### src/rtl/nturn_pkg.sv
// Shared constants and types for the late-write SRAM.
// Assumes the byte width is fixed at nine bits for every configuration.
package nturn_pkg;
    localparam int BYTE_W = 9;

    typedef enum logic {
        MODE_FLOW = 1'b0,
        MODE_PIPE = 1'b1
    } bus_mode_e;
endpackage

### src/rtl/nturn_cmd_pipe.sv
// Two-stage command delay line. Stage 0 holds the command accepted at the
// last edge and stage 1 the one accepted the edge before. The top module picks
// the stage whose data slot is live, according to the latency mode.
// Assumes the caller has already qualified in_vld with selects and sleep.
module nturn_cmd_pipe #(
    parameter int AW     = 4,
    parameter int NB     = 2,
    parameter int STAGES = 2
) (
    input  logic                         clk,
    input  logic                         rst_n,
    input  logic                         in_vld,
    input  logic                         in_wr,
    input  logic [AW-1:0]                in_addr,
    input  logic [NB-1:0]                in_be,
    output logic [STAGES-1:0]            st_vld,
    output logic [STAGES-1:0]            st_wr,
    output logic [STAGES-1:0][AW-1:0]    st_addr,
    output logic [STAGES-1:0][NB-1:0]    st_be
);
    for (genvar g = 0; g < STAGES; g++) begin : g_stage
        if (g == 0) begin : g_head
            // Capture the freshly accepted command.
            always_ff @(posedge clk) begin
                if (!rst_n) begin
                    st_vld[g]  <= 1'b0;
                    st_wr[g]   <= 1'b0;
                    st_addr[g] <= '0;
                    st_be[g]   <= '0;
                end else begin
                    st_vld[g]  <= in_vld;
                    st_wr[g]   <= in_wr;
                    st_addr[g] <= in_addr;
                    st_be[g]   <= in_be;
                end
            end
        end else begin : g_tail
            // Shift the command one stage further down the line.
            always_ff @(posedge clk) begin
                if (!rst_n) begin
                    st_vld[g]  <= 1'b0;
                    st_wr[g]   <= 1'b0;
                    st_addr[g] <= '0;
                    st_be[g]   <= '0;
                end else begin
                    st_vld[g]  <= st_vld[g-1];
                    st_wr[g]   <= st_wr[g-1];
                    st_addr[g] <= st_addr[g-1];
                    st_be[g]   <= st_be[g-1];
                end
            end
        end
    end
endmodule

### src/rtl/nturn_lane_array.sv
// Storage with one independent memory per byte lane, one write port with
// byte enables and one asynchronous read port. Contents are never reset.
module nturn_lane_array
    import nturn_pkg::*;
#(
    parameter int AW = 4,
    parameter int NB = 2
) (
    input  logic                 clk,
    input  logic                 we,
    input  logic [AW-1:0]        waddr,
    input  logic [NB-1:0]        wbe,
    input  logic [NB*BYTE_W-1:0] wdata,
    input  logic [AW-1:0]        raddr,
    output logic [NB*BYTE_W-1:0] rdata
);
    localparam int DEPTH = 1 << AW;

    for (genvar b = 0; b < NB; b++) begin : g_lane
        logic [BYTE_W-1:0] lane_mem [DEPTH];

        // Commit this lane's byte when its enable is set.
        always_ff @(posedge clk) begin
            if (we && wbe[b]) begin
                lane_mem[waddr] <= wdata[b*BYTE_W +: BYTE_W];
            end
        end

        assign rdata[b*BYTE_W +: BYTE_W] = lane_mem[raddr];
    end
endmodule

### src/rtl/nturn_out_stage.sv
// Read-data path. It merges the write currently in its data slot into the
// looked-up word, keeps the pipelined output register, and gates the bus
// drivers with the asynchronous enable and sleep.
// Assumes pipe_mode is constant outside reset.
module nturn_out_stage
    import nturn_pkg::*;
#(
    parameter int AW = 4,
    parameter int NB = 2
) (
    input  logic                 clk,
    input  logic                 rst_n,
    input  logic                 pipe_mode,
    input  logic                 s0_rd,
    input  logic [AW-1:0]        s0_addr,
    input  logic                 s1_rd,
    input  logic                 s1_wr,
    input  logic [AW-1:0]        s1_addr,
    input  logic [NB-1:0]        s1_be,
    input  logic [NB*BYTE_W-1:0] din,
    input  logic [NB*BYTE_W-1:0] rdata,
    input  logic                 oe_n,
    input  logic                 sleep,
    output logic [NB*BYTE_W-1:0] dout,
    output logic                 dout_oe
);
    localparam int DW = NB * BYTE_W;

    logic [DW-1:0] merged;
    logic [DW-1:0] out_q;
    logic          slot_rd;
    logic [DW-1:0] slot_data;

    for (genvar b = 0; b < NB; b++) begin : g_fwd
        logic hit;
        assign hit = s1_wr && (s1_addr == s0_addr) && s1_be[b];
        assign merged[b*BYTE_W +: BYTE_W] = hit ? din[b*BYTE_W +: BYTE_W]
                                                : rdata[b*BYTE_W +: BYTE_W];
    end

    // Load the output register from a read that is one slot ahead of the bus.
    always_ff @(posedge clk) begin
        if (!rst_n) begin
            out_q <= '0;
        end else if (s0_rd) begin
            out_q <= merged;
        end
    end

    // Choose the read that owns the current data slot and gate the drivers.
    always_comb begin
        slot_rd   = pipe_mode ? s1_rd : s0_rd;
        slot_data = pipe_mode ? out_q : rdata;
        dout_oe   = slot_rd && !oe_n && !sleep;
        dout      = dout_oe ? slot_data : '0;
    end
endmodule

### src/rtl/nturn_sram.sv
// Top level of the zero-turnaround synchronous SRAM. It qualifies commands,
// runs them through the delay line, and commits each write at the edge that
// closes its data slot: one edge late in flow mode, two in pipelined mode.
// Assumes pipe_sel changes only while rst_n is low.
module nturn_sram
    import nturn_pkg::*;
#(
    parameter int AW = 4,
    parameter int NB = 2
) (
    input  logic                 clk,
    input  logic                 rst_n,
    input  logic                 pipe_sel,
    input  logic                 sleep,
    input  logic                 cs_a_n,
    input  logic                 cs_b,
    input  logic                 cs_c_n,
    input  logic [AW-1:0]        addr,
    input  logic                 we_n,
    input  logic [NB-1:0]        bw_n,
    input  logic [NB*BYTE_W-1:0] din,
    input  logic                 oe_n,
    output logic [NB*BYTE_W-1:0] dout,
    output logic                 dout_oe
);
    localparam int DW     = NB * BYTE_W;
    localparam int STAGES = 2;

    logic                      take;
    logic                      pipe_mode;
    logic [STAGES-1:0]         st_vld;
    logic [STAGES-1:0]         st_wr;
    logic [STAGES-1:0][AW-1:0] st_addr;
    logic [STAGES-1:0][NB-1:0] st_be;
    logic                      cm_we;
    logic [AW-1:0]             cm_addr;
    logic [NB-1:0]             cm_be;
    logic [DW-1:0]             rdata;

    assign take      = !cs_a_n && cs_b && !cs_c_n && !sleep;
    assign pipe_mode = (bus_mode_e'(pipe_sel) == MODE_PIPE);

    nturn_cmd_pipe #(.AW(AW), .NB(NB), .STAGES(STAGES)) u_cmd (
        .clk     (clk),
        .rst_n   (rst_n),
        .in_vld  (take),
        .in_wr   (!we_n),
        .in_addr (addr),
        .in_be   (~bw_n),
        .st_vld  (st_vld),
        .st_wr   (st_wr),
        .st_addr (st_addr),
        .st_be   (st_be)
    );

    // Pick the write whose data slot is the current cycle.
    always_comb begin
        if (pipe_mode) begin
            cm_we   = st_vld[1] && st_wr[1];
            cm_addr = st_addr[1];
            cm_be   = st_be[1];
        end else begin
            cm_we   = st_vld[0] && st_wr[0];
            cm_addr = st_addr[0];
            cm_be   = st_be[0];
        end
    end

    nturn_lane_array #(.AW(AW), .NB(NB)) u_mem (
        .clk   (clk),
        .we    (cm_we),
        .waddr (cm_addr),
        .wbe   (cm_be),
        .wdata (din),
        .raddr (st_addr[0]),
        .rdata (rdata)
    );

    nturn_out_stage #(.AW(AW), .NB(NB)) u_out (
        .clk       (clk),
        .rst_n     (rst_n),
        .pipe_mode (pipe_mode),
        .s0_rd     (st_vld[0] && !st_wr[0]),
        .s0_addr   (st_addr[0]),
        .s1_rd     (st_vld[1] && !st_wr[1]),
        .s1_wr     (st_vld[1] && st_wr[1]),
        .s1_addr   (st_addr[1]),
        .s1_be     (st_be[1]),
        .din       (din),
        .rdata     (rdata),
        .oe_n      (oe_n),
        .sleep     (sleep),
        .dout      (dout),
        .dout_oe   (dout_oe)
    );
endmodule

### config.mk
export PLATFORM = sky130hd
export DESIGN_NAME = nturn_sram
export DESIGN_NICKNAME = d
export VERILOG_FILES = /design/src/rtl/nturn_pkg.sv /design/src/rtl/nturn_cmd_pipe.sv /design/src/rtl/nturn_lane_array.sv /design/src/rtl/nturn_out_stage.sv /design/src/rtl/nturn_sram.sv
export SDC_FILE = /design/constraint.sdc
export NUM_CORES = 1
export LEC_CHECK = 0
export ABC_AREA = 1
export BUFFER_PORTS_ARGS = -buffer_cell sky130_fd_sc_hd__buf_2
export CORE_ASPECT_RATIO = 0.9
export CORE_MARGIN = 2
export CORE_UTILIZATION = 50
export CTS_CLUSTER_DIAMETER = 30
export DETAILED_ROUTE_END_ITERATION = 7
export GPL_TIMING_DRIVEN = 0
export PLACE_DENSITY_LB_ADDON = 0.3
export SYNTH_ARGS = -nofsm -noshare
export SYNTH_HDL_FRONTEND = slang
export SYNTH_SLANG_ARGS = --single-unit
### constraint.sdc
create_clock -name clk -period 2.09 [get_ports clk]
set_input_delay 0.418 -clock clk [delete_from_list [all_inputs] [get_ports clk]]
set_output_delay 0.418 -clock clk [all_outputs]
set_load 0.02 [all_outputs]
# [Word level (Yosys, flattened, before mapping)]
# Memories as Yosys holds them, arrays and structs flattened. A register that Yosys moved wholly into a read port is not among the register bits.
# Index checks and enable logic that the tools add are counted.
[op_classes] eq_ne=1 mux=14 bitwise_logic=1 n_reduce_logical=21
[ops] cell="18-bit 2-to-1 mux" n=2
[ops] cell="9-bit 2-to-1 mux" n=2
[ops] cell="1-bit logical AND" n=14
[ops] cell="4-bit 2-to-1 mux" n=3
[ops] cell="1-bit zero test" n=7
[ops] cell="1-bit 2-to-1 mux" n=6
[ops] cell="4-bit equality test" n=1
[ops] cell="2-bit 2-to-1 mux" n=1
[ops] cell="2-bit NOT" n=1
[word_totals] ff_bits=34 ram_bits=288 inputBits=33 output_inout_bits=19 memories=2
[memory_table] name="u_mem.g_lane[0].lane_mem" words=16 word_bits=9 read_ports=1 rd_clocked_by_memory_dff=1 write_ports=1 line_no="nturn_lane_array.sv:20" text="logic [BYTE_W-1:0] lane_mem [DEPTH];"
[memory_table] name="u_mem.g_lane[1].lane_mem" words=16 word_bits=9 read_ports=1 rd_clocked_by_memory_dff=1 write_ports=1 line_no="nturn_lane_array.sv:20"

# [Longest topological paths before layout]
# Gate-level depths: netlist of the first run.
[depth] depth_word=6 depth_mapped=10 mapped_depth_nobuf=9

# [Hierarchy]
# A second synthesis of the first run with hierarchy kept.
[hier_totals] hier_cells=1556 hier_area_um2=14601.5
[by_module_without_submodules] mod="nturn_lane_array" n_inst=1 cells_each=1224 area_per_inst_um2=12539.5
[by_module_without_submodules] mod="nturn_out_stage" n_inst=1 cells_each=244 area_per_inst_um2=1420.1
[by_module_without_submodules] mod="nturn_cmd_pipe" n_inst=1 cells_each=50 area_per_inst_um2=484.2
[by_module_without_submodules] mod="nturn_sram" n_inst=1 cells_each=38 area_per_inst_um2=157.7

# [Least setup slack after synthesis of the first run]
# OpenSTA, ideal clock, no wires.
[synth_path] path_type="input -> register" start="input pipe_sel" end="memory u_mem.g_lane[1].lane_mem[1][0] (enable)" arrival_time_ns=1.729 setup_slack_ns=-0.014 stages=8 n_path_buf=1 cell_sequence="buf_4 > inv_2 > or2_2 > o21ai_1 > inv_1 > nor2_1 > nand2_1 > nor2_1"
[synth_via] elab_chain_cells=4 elab_cells_between_ends=6 classes_between="mux: 5; reduce/logical: 1"
[synth_rtl] element="start: declaration" line_no="nturn_sram.sv:13" text="input logic pipe_sel,"
[synth_rtl] element="1-bit 2-to-1 mux / 2-bit 2-to-1 mux (equally long branches)" line_no="nturn_sram.sv:58" text="if (pipe_mode) begin"
[synth_rtl] element="1-bit logical AND" line_no="nturn_lane_array.sv:24" text="if (we && wbe[b]) begin"
[synth_rtl] element="1-bit 2-to-1 mux" line_no="nturn_lane_array.sv:24"
[synth_rtl] element="1-bit 2-to-1 mux (implied by the code)" line_no="nturn_lane_array.sv:25" text="lane_mem[waddr] <= wdata[b*BYTE_W +: BYTE_W];"
[synth_rtl] element="end: declaration" line_no="nturn_lane_array.sv:20"
# Parallel ways exist; a longest one is shown, timed or not.

==> summary.md, run 1 <==
| Metric | Value |
|---|---|
| R2R Setup Slk | `0 ns` |
| Max-cap violations | `0` |
| Antenna viol nets, final | `0` |
| Crit Path Category | `reg -> out` |
| Vias in the first global route | `10670` |
| Int Pwr | `0.01329 W` |
| Initial antenna violation count | `0` |
| DRC | `0` |
| Gp weighted congestion | `0.9219` |
| Clock buffer depth | `3` |
| Stages on worst setup path | `11` |
| FF-to-FF End | `u_mem.g_lane[1].lane_mem[14][6]` |
| Critical path startpoint category | `register` |
| Synth Warn # | `0` |
| Commonest non-fill, non-tap cells in the layout | `nand2_1 (530), edfxtp_1 (288), inv_1 (220)` |
| Core ar. | `27940 sq um` |
| Port bufs | `50` |
| Kind of end point of the critical path | `output port` |
| Yosys top cell area share | `60.83%` |
| Wirelength, routed | `44150 microns` |
| CP most frequent cell | `nand3_1` |
| Pwr/cell area | `924.4 nW/um^2` |
| Power share of the combinational group | `7.0%` |
| Async SR Flop Fraction | `0%` |
| Post-synthesis mux area share | `0%` |
| Clock power share | `52.5%` |
| Total GRT Usage | `28.14%` |
| Drt pass-1 iters | `6` |
| Area post-placement | `14920 sq um` |
| Syn_nets | `1525` |
| Data required time of the worst path | `1.67 ns` |
| Slowest cell on crit path | `dfxtp_4` |
| Worst skew pair latency | `0.58 ns` |
| Post-DP HPWL | `26090 microns` |
| Adder-cell share of the synthesized area | `0%` |
| Synth area leaders | `edfxtp_1 (61%), nand2_1 (14%), nand3_1 (7.7%), inv_1 (5.8%), dfxtp_1 (4.8%)` |
| First-pass GRT wire length | `61380 microns` |
| Post-synth EDFFs | `288` |
| CTS HTree Levels | `2` |
| Sw frac | `23.70%` |
| WL/cell | `21.49 microns` |
| Placed Cells | `1902` |
| Final WS setup | `-0.6285 ns` |
| Main synth FF type | `edfxtp_1` |
| CTS tree | `done` |
| Syn Area/Cell | `9.529 sq um` |
| Layout Nets | `1681` |
| # clock sinks | `322` |
| Net switching power | `0.004127 W` |
| CTS root buf | `clkbuf_16` |
| Area grow syn2layout | `32.51%` |
| Largest family of logic cells by synthesized area | `simple AND/OR/NAND/NOR gates` |
| CP Cell Sequence | `inv_8 -> buf_12 -> buf_8 -> nand2_1 -> nand3_1 -> nand3_1 -> nand3_2 -> nand3_1 -> o211ai_1 -> inv_1 -> buf_4` |
| Synth Area in XOR/XNOR | `0.06160%` |
| Max VDD drop | `0.6796 mV` |
| I/O pin count | `52` |
| CTS buffer count | `57` |
| Post-layout util | `67.43%` |
| Post-Layout Cell Count | `2054` |
| Failing checks | `negative setup slack` |
| Power, Total | `0.01742 W` |
| GR Overflow Total | `0` |
| Unrepaired setup endpoints after global routing | `yes` |
| Commonest non-fill, non-tap cell in the layout | `nand2_1` |
| Seq cells post-synth | `322` |
| Tcrit/Tclk final | `130.1%` |
| Hold/Removal Path Class | `in -> reg` |
| Area leader, netlist | `edfxtp_1` |
| Routed via count | `11440` |
| Reg2reg start | `u_mem.raddr[0]` |
| Crit Path Max Fanout | `10` |
| Sequential Power Share | `40.5%` |
| Worst path max stage delay | `0.39 ns` |
| Worst Path Buf+Inv | `5` |
| DR iter-0 viols | `1698` |
| Crit path capture | `dout[15]` |
| Compound-gate portion of the synthesized area | `1.813%` |
| Die W | `181.7 microns` |
| Row count | `58` |
| Vias per Instance | `5.568` |
| Slew Viols, Final | `0` |
| F_max | `367.9 MHz` |
| Post-route cell area | `18840 sq um` |
| R2r worst-path depth | `8` |
| Slew @ Worst Pin | `0.7173 ns` |
| CTS clk-pin slew, worst paths | `0.05 ns` |
| Leak Pwr | `8.074 nW` |
| Initial Utilization | `50.89%` |
| Critical path's top delay family | `buffers and inverters` |
| Arrival time at the worst endpoint | `2.30 ns` |
| Final Skew | `0.02623 ns` |
| Share of cells above drive strength 1 | `23.26%` |
| Ant. Diodes | `0` |
| Die area | `29800 sq um` |
| Status | `complete, but fails checks` |
| Synth Area in Simple Gates | `24.17%` |
| Sequential share of the synthesized area | `65.62%` |
| Largest net degree at the start of global routing | `18` |
| Mapped Area | `14220 sq um` |
| Worst slew margin | `52.18%` |
| Die Y-Extent | `164.0 microns` |
| Post-synthesis cell count | `1492` |
| Worst setup startpoint | `u_mem.raddr[0]` |
| Final hold violations | `0` |
| Min Tclk post-route | `2.718 ns` |
| Cell variety after synth | `22` |
| Setup violators final | `19` |
==> cell usage after synthesis (2+ instances only) <==
| cell type | n |
|---|---|
| inv_2 | 6 |
| nand4_1 | 18 |
| o21ai_0 | 3 |
| nand3_2 | 2 |
| o21ai_1 | 2 |
| nor2_1 | 47 |
| buf_1 | 15 |
| inv_1 | 221 |
| a21oi_1 | 18 |
| edfxtp_1 | 288 |
| dfxtp_1 | 34 |
| clkbuf_1 | 23 |
| buf_2 | 36 |
| nand2_1 | 536 |
| o211ai_1 | 19 |
| nand3_1 | 218 |
==> worst min-delay path by stage <==
stage | from | to | slack, ns | depth (start not counted)
2_1_floorplan | u_cmd.st_be[0] | u_cmd.st_be[2] | 0.41 | 2
3_3_place_gp | u_cmd.st_be[0] | u_cmd.st_be[2] | 0.44 | 2
3_5_place_dp | u_cmd.st_vld[0] | u_cmd.st_vld[1] | 0.44 | 2
4_1_cts | addr[3] | u_mem.raddr[3] | 0.05 | 3
5_1_grt | addr[2] | u_mem.raddr[2] | 0.09 | 3
6_report | addr[1] | u_mem.raddr[1] | 0.09 | 3
==> final cells by class <==
cell class | count | area [sq um]
Timing Repair Buffer | 96 | 969.7
Clock buffer | 62 | 1445
Fill cell | 1994 | 9100
Inverter | 228 | 870.8
Multi-Input combinational cell | 868 | 4549
Clock inverter | 43 | 467.9
Buffer | 75 | 750.7
Sequential cell | 322 | 9335
Tap cell | 360 | 450.4
==> registers in the layout (all words and copies together) (netlist names) <==
register and count:
u_cmd.st_wr 2, u_out.out_q 18, u_mem.g_lane.lane_mem 288, u_cmd.st_vld 2, u_cmd.st_be 4, u_mem.raddr 4
u_cmd.st_addr 4
==> routing by layer <==
| metal | track usage (%) | up-vias | share of wire, % |
|---|---|---|---|
| met2 | 44.98 | 771 | 47 |
| met1 | 36.45 | 5361 | 37 |
| li1 | - | 5174 | - |
| met3 | 7.583 | 131 | 13 |
| met4 | 12.31 | 0 | 3.5 |
| met5 | 0 | - | 0 |
==> power by group through the flow <==
stage	registers, W	clock network, W	logic (W)
final	0.00705	0.00915	0.00122
after global routing	0.00704	0.00949	0.00128
after CTS	0.00705	0.00914	0.00109
after detailed placement	0.00717	0	0.000900
after global placement	0.00717	0	0.000880
after floorplan	0.00717	0	0.000504
==> metrics by stage <==
step	setup slack, ns	setup TNS, ns	hold slack [ns]
final	-0.6285	-9.901	0.09074
after global routing	-0.7152	-12.75	0.08897
after CTS	-0.5090	-9.861	0.05114
after detailed placement	-0.6789	-172.24	0.4379
after global placement	-0.6570	-160.34	0.4390
after floorplan	-0.01359	-1.952	0.4071
==> logic make-up (layout without fill, tap and decap cells) <==
logic type	after synthesis	count (layout)
buffers and inverters	303	504
flip-flops	322	322
XOR/XNOR	1	1
AO/OA/AOI/OAI	42	42
AND/OR/NAND/NOR	824	825
==> worst reg2reg max path: cells and delay by family (launching register included) <==
kind	cells	cell delay, ns
buf+inv	4	0.63
compound gates	1	0.21
simple gates	3	0.56
flops	1	0.39
==> what timing repair did <==
item | in CTS | in global routing
hold buffers | 5 | 0
buffers inserted | 17 | 23
pin swaps | 27 | 28
endpoints found under the setup margin | 316 | 316
hold endpoints to repair | 4 | 0
gates cloned | 0 | 2
resized for setup | 284 | 68
No activity file was read; power rests on OpenSTA's default activity.
==> run 2, diff against run 1 <==
--- a/config.mk
+++ b/config.mk
@@ -16,4 +16,5 @@
 export PLACE_DENSITY_LB_ADDON = 0.3
 export SYNTH_ARGS = -nofsm -noshare
 export SYNTH_HDL_FRONTEND = slang
+export SYNTH_HIERARCHICAL = 1
 export SYNTH_SLANG_ARGS = --single-unit
==> run 2 against run 1 <==
Net effect:
- the run still ends with negative setup slack left
- count of clock-buffer cells in the layout increased by 14
- final cell count increased by 3.2%
- first-iteration DRC count decreased by 7.7%
- critical endpoint is now dout[7]
==> summary.md, run 2 <==
| Metric | Value |
|---|---|
| F_max | `357.4 MHz (-2.9%)` |
| Commonest non-fill, non-tap cell in the layout | `nand2_1` |
| Syn Area/Cell | `9.384 sq um (-1.5%)` |
| Syn_nets | `1589 (+4.2%)` |
| CTS HTree Levels | `3 (+1)` |
| Die Y-Extent | `166.1 microns (+1.3%)` |
| R2R Setup Slk | `0 ns (unchanged)` |
| Critical path's top delay family | `buffers and inverters` |
| Min-Delay Startpoint | `addr[2]` |
| Routed via count | `11730 (+2.6%)` |
| Synth Warn # | `6 (+6)` |
| CP most frequent cell | `buf_12` |
| Setup violators final | `23 (+4)` |
| FF-to-FF End | `u_mem/g_lane[1].lane_mem[2][8]` |
| Post-DP HPWL | `26530 microns (+1.7%)` |
| Hold buffer count at CTS | `0 (-5)` |
| GRT Max-Usage Layer | `met2` |
| Row count | `59 (+1.7%)` |
| Int Pwr | `0.01452 W (+9.3%)` |
| Final hold violations | `0 (unchanged)` |
| Hold depth | `3 (unchanged)` |
| # fillers | `2027 (+1.7%)` |
| GR Overflow Total | `0 (unchanged)` |
| Reg2reg start | `u_cmd/st_addr[0]` |
| Post-layout util | `67.24% (-0.19 points)` |
| Max VDD drop | `0.7214 mV (+6.1%)` |
| Seq cells post-synth | `322 (unchanged)` |
| First-pass GRT wire length | `62870 microns (+2.4%)` |
| DR iter-0 viols | `1567 (-7.7%)` |
| Worst path max stage delay | `0.40 ns (about the same)` |
| CTS tree | `done` |
| CTS root buf | `clkbuf_16` |
| Slew Viols, Final | `0 (unchanged)` |
| R2r worst-path depth | `6 (-2)` |
| Post-Layout Cell Count | `2120 (+3.2%)` |
| Final Skew | `0.01570 ns (-0.01052 ns)` |
| Power share of the combinational group | `6.7% (-0.3 points)` |
| Max-cap violations | `0 (unchanged)` |
| Crit Path Category | `reg -> out` |
| Initial antenna violation count | `0 (unchanged)` |
| Largest registers | `u_mem/g_lane.lane_mem (288), u_out/out_q (18), u_cmd/st_addr (8)` |
| Leak Pwr | `8.380 nW (+3.8%)` |
| Gp weighted congestion | `0.9651 (+4.7%)` |
| Final WS setup | `-0.7083 ns (-0.07988 ns)` |
| Sequential Power Share | `37.2% (-3.3 points)` |
| Ant. Diodes | `0 (unchanged)` |
| Min Tclk post-route | `2.798 ns (+0.07988 ns)` |
| Most flop-heavy register | `u_mem/g_lane.lane_mem` |
| Critical path startpoint category | `register` |
| Area of the multi-input gates | `4787 sq um (+5.2%)` |
| I/O pin count | `52 (unchanged)` |
| Area grow syn2layout | `32.57% (about the same)` |
| WHS | `0.03771 ns (-0.05304 ns)` |
| Worst skew pair latency | `0.56 ns (-0.02 ns)` |
| Clock buffer depth | `3 (unchanged)` |
| Clock power share | `56.1% (+3.6 points)` |
| CTS clk-pin slew, worst paths | `0.05 ns (about the same)` |
| Async SR Flop Fraction | `0% (unchanged)` |
| Hold EP | `u_cmd/st_addr[2]` |
| Layout Nets | `1733 (+3.1%)` |
| Place WS | `-0.7576 ns (-0.07864 ns)` |
| Wirelength, routed | `43600 microns (-1.2%)` |
| Drt pass-1 iters | `8 (+2)` |
| Post-synth EDFFs | `288 (unchanged)` |
| Placed Cells | `1973 (+3.7%)` |
| Post-synthesis cell count | `1556 (+4.3%)` |
| Count leader, synth | `nand2_1` |
| Yosys top cell area share | `59.23% (-1.6 points)` |
| Commonest non-fill, non-tap cells in the layout | `nand2_1 (471), edfxtp_1 (288), inv_1 (274)` |
| Tcrit/Tclk final | `133.9% (+3.8 points)` |
| Met2 Use GR | `44.87% (-0.11 points)` |
| Worst Path Buf+Inv | `5 (unchanged)` |
| Main synth FF type | `edfxtp_1` |
| Max FFs per register | `288 (unchanged)` |
| Antenna viol nets, final | `0 (unchanged)` |
| Die W | `184.1 microns (+1.3%)` |
| Pwr/cell area | `980.0 nW/um^2 (+6.0%)` |
| Core ar. | `28790 sq um (+3.0%)` |
| Setup_tns | `-12.05 ns (-2.153 ns)` |
| Synth area leaders | `edfxtp_1 (59%), nand2_1 (13%), nand3_1 (8.1%), inv_1 (7.0%), dfxtp_1 (4.7%)` |
| Die area | `30590 sq um (+2.6%)` |
| Met3 usage | `5.263% (-2.3 points)` |
| Arrival time at the worst endpoint | `2.38 ns (+0.08 ns)` |
| Kind of end point of the critical path | `output port` |
| Sw frac | `23.45% (-0.24 points)` |
| Slew @ Worst Pin | `0.6148 ns (-0.1024 ns)` |
| Vias in the first global route | `11240 (+5.4%)` |
| Unrepaired setup endpoints after global routing | `yes` |
| GR Layer Usage met1 | `36.78% (+0.33 points)` |
| Total GRT Usage | `27.49% (-0.65 points)` |
| Data required time of the worst path | `1.67 ns (about the same)` |
| Hold/Removal Path Class | `in -> reg` |
| Cell variety after synth | `23 (+4.5%)` |
| # clock sinks | `322 (unchanged)` |
| Crit Path Max Fanout | `10 (unchanged)` |
| Initial Utilization | `50.72% (-0.17 points)` |
| Stages on worst setup path | `12 (+1)` |
| Sequential share of the synthesized area | `63.89% (-1.7 points)` |
| WL/cell | `20.57 microns (-4.3%)` |
| Port bufs | `51 (+2.0%)` |
| Share of cells above drive strength 1 | `26.85% (+3.6 points)` |
| Status | `complete, but fails checks` |
| Seq. cell area | `9336 sq um (about the same)` |
| CP Cell Sequence | `buf_12 -> inv_12 -> buf_12 -> buf_12 -> nand2_2 -> nand3_2 -> nand3_4 -> nand3_4 -> nand2_4 -> nand2_1 -> a21oi_2 -> buf_4` |
| Slowest cell on crit path | `dfxtp_4` |
| Mapped Area | `14600 sq um (+2.7%)` |
| Net switching power | `0.004449 W (+7.8%)` |
| Vias per Instance | `5.535 (-0.60%)` |
| DRC | `0 (unchanged)` |
| Failing checks | `negative setup slack` |
| Area leader, netlist | `edfxtp_1` |
| CTS buffer count | `67 (+18%)` |
| Largest net degree at the start of global routing | `18 (unchanged)` |
| Most frequent cells after synthesis | `nand2_1 (514), edfxtp_1 (288), inv_1 (274)` |
| Worst slew margin | `58.97% (+6.8 points)` |
[run 2: worst min-delay path, stage by stage]
cell,delay [ns]
buf_2,0.07
nand2_1,0.04
inv_1,0.04
[run 2: cell families after synthesis]
logic type / share of synthesized area (%)
buffers and inverters: 10.48
DFF: 63.89
AOI/OAI and AO/OA: 0.9425
and+or+nand+nor: 24.69
[run 2: what timing repair did]
action | CTS | global route
setup buffers | 12 | 8
resized for setup | 260 | 130
gates cloned | 1 | 3
pin swaps | 33 | 40
setup endpoints to repair | 298 | 155
[run 2: power groups by stage]
| stage | clock network, W | registers [W] | logic (W) |
|---|---|---|---|
| floorplan | 0 | 0.00717 | 0.000519 |
| global placement | 0 | 0.00717 | 0.000894 |
| detailed placement | 0 | 0.00717 | 0.000913 |
| CTS | 0.0107 | 0.00706 | 0.00110 |
| global route | 0.0110 | 0.00705 | 0.00133 |
| finish | 0.0106 | 0.00706 | 0.00127 |
[run 2: cell type report]
| class | count | share of cell area, % |
|---|---|---|
| buffer | 76 | 3.930 |
| clock buffer | 76 | 9.217 |
| clock inverter | 47 | 2.631 |
| inverter | 282 | 5.604 |
| multi-input combinational | 876 | 24.73 |
| sequential | 322 | 48.23 |
| tap | 366 | 2.366 |
| timing repair buffer | 75 | 3.290 |
[run 2: metal layers]
metal	wire (microns)	vias to the layer above
met4	1374	0
li1	-	5299
met3	4782	126
met2	20990	712
met1	16460	5597
met5	0	-
[run 2: metrics by stage]
step                total power [W]  cell area [sq um]
finish                      0.01897              19360
detailed placement         0.008085              15310
global placement           0.008066              15310
floorplan                  0.007689              14600
CTS                         0.01886              18660
global route                0.01942              19360
[run 2: worst max-delay path by stage]
stage	startpoint	slack, ns	to
finish	u_cmd/st_addr[0]	-0.71	dout[7]
global route	u_cmd/st_addr[0]	-0.77	dout[15]
CTS	u_cmd/st_addr[0]	-0.64	dout[14]
detailed placement	u_cmd/st_addr[2]	-0.76	dout[2]
global placement	u_cmd/st_addr[2]	-0.75	dout[3]
floorplan	u_cmd/st_addr[2]	0.08	dout[7]
